`config.mk`:
```
export PLATFORM = sky130hd
export DESIGN_NAME = vtrn_pair_unit
export DESIGN_NICKNAME = d
export VERILOG_FILES = /design/src/rtl/vtrn_pkg.sv /design/src/rtl/vtrn_rst_sync.sv /design/src/rtl/vtrn_lane_pair.sv /design/src/rtl/vtrn_size_mux.sv /design/src/rtl/vtrn_pair_unit.sv
export SDC_FILE = /design/constraint.sdc
export NUM_CORES = 1
export LEC_CHECK = 0
export CORE_ASPECT_RATIO = 0.7
export CORE_MARGIN = 4
export CORE_UTILIZATION = 52
export DETAILED_ROUTE_END_ITERATION = 16
export GPL_TIMING_DRIVEN = 0
export HOLD_SLACK_MARGIN = 0.1
export MAX_ROUTING_LAYER = met4
export PLACE_DENSITY = 0.83
export SYNTH_ARGS = -nofsm -noshare
export SYNTH_HDL_FRONTEND = slang
export SYNTH_HIERARCHICAL = 1
export SYNTH_SLANG_ARGS = --single-unit
```
`constraint.sdc`:
```
create_clock -name clk -period 9.45 [get_ports clk]
set_input_delay 1.89 -clock clk [delete_from_list [all_inputs] [get_ports clk]]
set_output_delay 1.89 -clock clk [all_outputs]
set_load 0.005 [all_outputs]
```
`src/rtl/vtrn_pkg.sv`:
```
package vtrn_pkg;
  localparam int VEC_W     = 128;
  localparam int BASE_W    = 16;
  localparam int NUM_SIZES = 3;
  localparam int SZ_W      = 2;

  typedef enum logic [SZ_W-1:0] {
    ESZ_16  = 2'd0,
    ESZ_32  = 2'd1,
    ESZ_64  = 2'd2,
    ESZ_RSV = 2'd3
  } esz_e;
endpackage

```
`src/rtl/vtrn_rst_sync.sv`:
```
module vtrn_rst_sync #(
  parameter int STAGES = 2
) (
  input  logic clk,
  input  logic rst_n,
  output logic rst_sync_n
);
  logic [STAGES-1:0] sync_q;

  always_ff @(posedge clk or negedge rst_n) begin
    if (!rst_n) sync_q <= '0;
    else        sync_q <= {sync_q[STAGES-2:0], 1'b1};
  end

  assign rst_sync_n = sync_q[STAGES-1];
endmodule

```
`src/rtl/vtrn_lane_pair.sv`:
```
module vtrn_lane_pair #(
  parameter int VEC_W = vtrn_pkg::VEC_W,
  parameter int EW    = vtrn_pkg::BASE_W
) (
  input  logic [VEC_W-1:0] a_i,
  input  logic [VEC_W-1:0] b_i,
  output logic [VEC_W-1:0] even_o,
  output logic [VEC_W-1:0] odd_o
);
  localparam int LANES = VEC_W / EW;
  localparam int PAIRS = LANES / 2;

  for (genvar k = 0; k < PAIRS; k++) begin : g_pair
    localparam int LO = (2*k)   * EW;
    localparam int HI = (2*k+1) * EW;
    assign even_o[LO +: EW] = a_i[LO +: EW];
    assign even_o[HI +: EW] = b_i[LO +: EW];
    assign odd_o[LO +: EW]  = a_i[HI +: EW];
    assign odd_o[HI +: EW]  = b_i[HI +: EW];
  end
endmodule

```
`src/rtl/vtrn_size_mux.sv`:
```
module vtrn_size_mux #(
  parameter int VEC_W     = vtrn_pkg::VEC_W,
  parameter int NUM_SIZES = vtrn_pkg::NUM_SIZES,
  parameter int SZ_W      = vtrn_pkg::SZ_W
) (
  input  logic [SZ_W-1:0]                 sz_i,
  input  logic [VEC_W-1:0]                a_i,
  input  logic [VEC_W-1:0]                b_i,
  input  logic [NUM_SIZES-1:0][VEC_W-1:0] cand_even_i,
  input  logic [NUM_SIZES-1:0][VEC_W-1:0] cand_odd_i,
  output logic [VEC_W-1:0]                even_o,
  output logic [VEC_W-1:0]                odd_o
);
  always_comb begin
    even_o = a_i;
    odd_o  = b_i;
    for (int g = 0; g < NUM_SIZES; g++) begin
      if (sz_i == SZ_W'(g)) begin
        even_o = cand_even_i[g];
        odd_o  = cand_odd_i[g];
      end
    end
  end
endmodule

```
`src/rtl/vtrn_pair_unit.sv`:
```
module vtrn_pair_unit
  import vtrn_pkg::*;
#(
  parameter int VW = VEC_W,
  parameter int BW = BASE_W,
  parameter int NS = NUM_SIZES,
  parameter int SW = SZ_W
) (
  input  logic          clk,
  input  logic          rst_n,
  input  logic          in_valid,
  input  logic [VW-1:0] src_a,
  input  logic [VW-1:0] src_b,
  input  logic [SW-1:0] elem_sz,
  output logic          out_valid,
  output logic [VW-1:0] res_even,
  output logic [VW-1:0] res_odd
);
  logic                 rst_sync_n;
  logic [NS-1:0][VW-1:0] cand_even, cand_odd;
  logic [VW-1:0]        sel_even, sel_odd;
  logic                 vld_d, vld_q;
  logic [VW-1:0]        even_d, even_q, odd_d, odd_q;

  vtrn_rst_sync #(.STAGES(2)) u_rst (
    .clk        (clk),
    .rst_n      (rst_n),
    .rst_sync_n (rst_sync_n)
  );

  for (genvar g = 0; g < NS; g++) begin : g_width
    vtrn_lane_pair #(.VEC_W(VW), .EW(BW << g)) u_lp (
      .a_i    (src_a),
      .b_i    (src_b),
      .even_o (cand_even[g]),
      .odd_o  (cand_odd[g])
    );
  end

  vtrn_size_mux #(.VEC_W(VW), .NUM_SIZES(NS), .SZ_W(SW)) u_mux (
    .sz_i        (elem_sz),
    .a_i         (src_a),
    .b_i         (src_b),
    .cand_even_i (cand_even),
    .cand_odd_i  (cand_odd),
    .even_o      (sel_even),
    .odd_o       (sel_odd)
  );

  always_comb begin
    vld_d  = in_valid;
    even_d = even_q;
    odd_d  = odd_q;
    if (in_valid) begin
      even_d = sel_even;
      odd_d  = sel_odd;
    end
  end

  always_ff @(posedge clk or negedge rst_sync_n) begin
    if (!rst_sync_n) begin
      vld_q  <= 1'b0;
      even_q <= '0;
      odd_q  <= '0;
    end else begin
      vld_q  <= vld_d;
      even_q <= even_d;
      odd_q  <= odd_d;
    end
  end

  assign out_valid = vld_q;
  assign res_even  = even_q;
  assign res_odd   = odd_q;
endmodule

```
==> impl_metrics.json <==
{
  "cp_data_required_time_ps": 7560,
  "drc": 0,
  "criticalPathCategory": "register to primary output",
  "syn_avg_cell_area_um2": 13.5,
  "period_needed_ps": 3420,
  "drt_wl_total_um": 65600,
  "hold_violations": 0,
  "crit_chain": "clkdlybuf4s50_1",
  "synthesis.nets": 1886,
  "hold_buffers": 0,
  "multiInputGateArea_um2": 8650,
  "cp_data_arrival_time_ps": 1530,
  "grt_pass1_wl_um": 98100,
  "p_leak_nw": 12.5,
  "drive_gt1_frac": 0.644,
  "drtAntennaViolNets": 0,
  "grt_max_degree": 63,
  "detail_route.first_pass.iterations": 5,
  "ff_latch_area_um2": 6480,
  "critPathSlowestCell": "clkdlybuf4s50_1",
  "postCtsSetupBuffers": 0,
  "critPathTopFamily": "buffers and inverters",
  "synth_top_area_share": 0.296,
  "critPathMaxFanout": 2,
  "pre_cts_ws_ps": 5810,
  "crit_cells": 1,
  "fin_skew_ps": 9.54,
  "met1_usage": 0.363,
  "die-area_um2": 45500,
  "synthToLayoutAreaGrowth_pct": 32.0,
  "cts.sinks": 259,
  "num_rows": 62,
  "synth_seq_cells": 259,
  "hp-class": "register to async pin",
  "n_fill_cell": 2918,
  "dp.cells": 2688,
  "max_freq_ghz": 0.292,
  "worstSkewPairLatency_ps": 590,
  "final_cells": 2755,
  "grt-busiest-layer": "met2",
  "cts_resized": 0,
  "reg2reg_depth": 2,
  "fin_setup_tns_ps": 0,
  "nNetsFinal": 2438,
  "cp-end-kind": "primary output",
  "final.period_utilization": 0.362,
  "clk_pin_slew_ps": 60,
  "yosysSeqAreaShare": 0.296,
  "grtUsageMet3": 0.0643,
  "ctsLongestPathBuffers": 3,
  "wl_per_cell_um": 23.8,
  "rsz0062_at_grt": "no",
  "die-width_um": 253,
  "via_count": 14580,
  "p_per_area_nw_per_um2": 138,
  "cap_violations": 0,
  "syn_inst": 1625,
  "cts-root-buf": "clkbuf_16",
  "port_buffers": 515,
  "grt_use_total": 0.293,
  "setup_violations": 0,
  "peakVddDrop_uv": 134,
  "fin_ws_ps": 6030,
  "slew-limit-headroom": 0.399,
  "core-area_um2": 41300,
  "tightestPinTransition_ps": 902,
  "drv_slew": 0,
  "critical_path_buf_inv_count": 1,
  "use_met2": 0.481,
  "vias_per_cell": 5.29,
  "initialDrtViolationCount": 736,
  "cts_tree": "done",
  "max_stage_delay_ps": 600,
  "synth_top_area_cell": "dfrtp_1",
  "gp_congestion": 0.900,
  "htree_levels": 1,
  "cp-start-kind": "register",
  "start_util": 0.530,
  "synth_warnings": 6,
  "overflow": 0,
  "antenna_found_initial": 10,
  "status": "finished clean",
  "grt_pass1_vias": 15899,
  "cts_inserted_buffers": 31,
  "totalPowerFinal_mw": 3.97,
  "syn_area_um2": 21900,
  "dpl.hpwl_um": 51000,
  "ys_top_cells_by_area": "dfrtp_1 30%, buf_4 26%, mux4_2 26%",
  "fp.dieH_um": 180,
  "ios": 518,
  "synth_cell_types": 11
}
==> registers in the layout, summed over array words and instances (netlist names) <==
name          flops
res_even        128
res_odd         128
u_rst/sync_q      2
out_valid         1
==> placed cells by master (no fill, tap or decap), types with 5 or more instances in the layout <==
cell             count
mux2_2             256
buf_6               27
buf_12              22
clkbuf_16           31
clkdlybuf4s50_1    515
buf_4              770
buf_8                5
mux4_2             256
clkinv_2             9
dfrtp_1            258
diode_2             10
buf_2               26
clkbuf_8             6
clkbuf_1             8
==> worst paths after layout <==
path | from | endpoint | slack [ps]
max | res_odd[64]$_DFFE_PN0P_ | res_odd[64] | 6030
min reg2reg | u_rst/sync_q[1]$_DFF_PN0_ | res_odd[88]$_DFFE_PN0P_ | 360
min | u_rst/sync_q[1]$_DFF_PN0_ | res_odd[88]$_DFFE_PN0P_ | 360
max reg2reg | u_rst/sync_q[1]$_DFF_PN0_ | res_even[71]$_DFFE_PN0P_ | 8020
max in group asynchronous | rst_n | u_rst/sync_q[1]$_DFF_PN0_ | 7830
min in group clk | u_rst/sync_q[0]$_DFF_PN0_ | u_rst/sync_q[1]$_DFF_PN0_ | 370
==> area by class of cell <==
type / instances / share of cell area
well taps: 544 / 0.0236
repair buffers: 519 / 0.182
clock inverters: 14 / 0.00524
clock buffers: 43 / 0.0305
plain buffers: 853 / 0.233
multi-input cells: 513 / 0.300
diodes: 10 / 0.000866
flip-flops and latches: 259 / 0.225
==> through the flow <==
| step | util | hold slack [ps] | area [µm²] |
|---|---|---|---|
| floorplan | - | 331 | 21900 |
| global placement | 0.671 | 340 | 27700 |
| detailed placement | 0.674 | 364 | 27800 |
| CTS | 0.699 | 381 | 28900 |
| global route | 0.700 | 388 | 28900 |
| finish | 0.700 | 358 | 28900 |
==> synthesized netlist by cell type <==
cell and number:
buf_12 22, mux2_2 256, buf_6 27, buf_1 1
mux4_2 256, buf_2 26, buf_4 770, clkbuf_1 2
buf_8 5, dfrtp_1 259, conb_1 1
==> report_power, final <==
part	total, mW	switching, mW	internal (mW)
Sequential	1.38	0.103	1.28
Combinational	1.34	0.443	0.902
Clock	1.25	0.522	0.729
==> layer usage <==
metal | vias up | part of all wire
met4 | 0 | 0.042
met1 | 7656 | 0.39
met2 | 524 | 0.49
met5 | - | 0
li1 | 6252 | -
met3 | 148 | 0.069
==> logic make-up after synthesis <==
family,after synthesis,share of synthesized area
mux,512,0.395
other cells,1,0.000171
flops,259,0.296
buf+inv,853,0.308
Power figures use the tool's default switching activity.
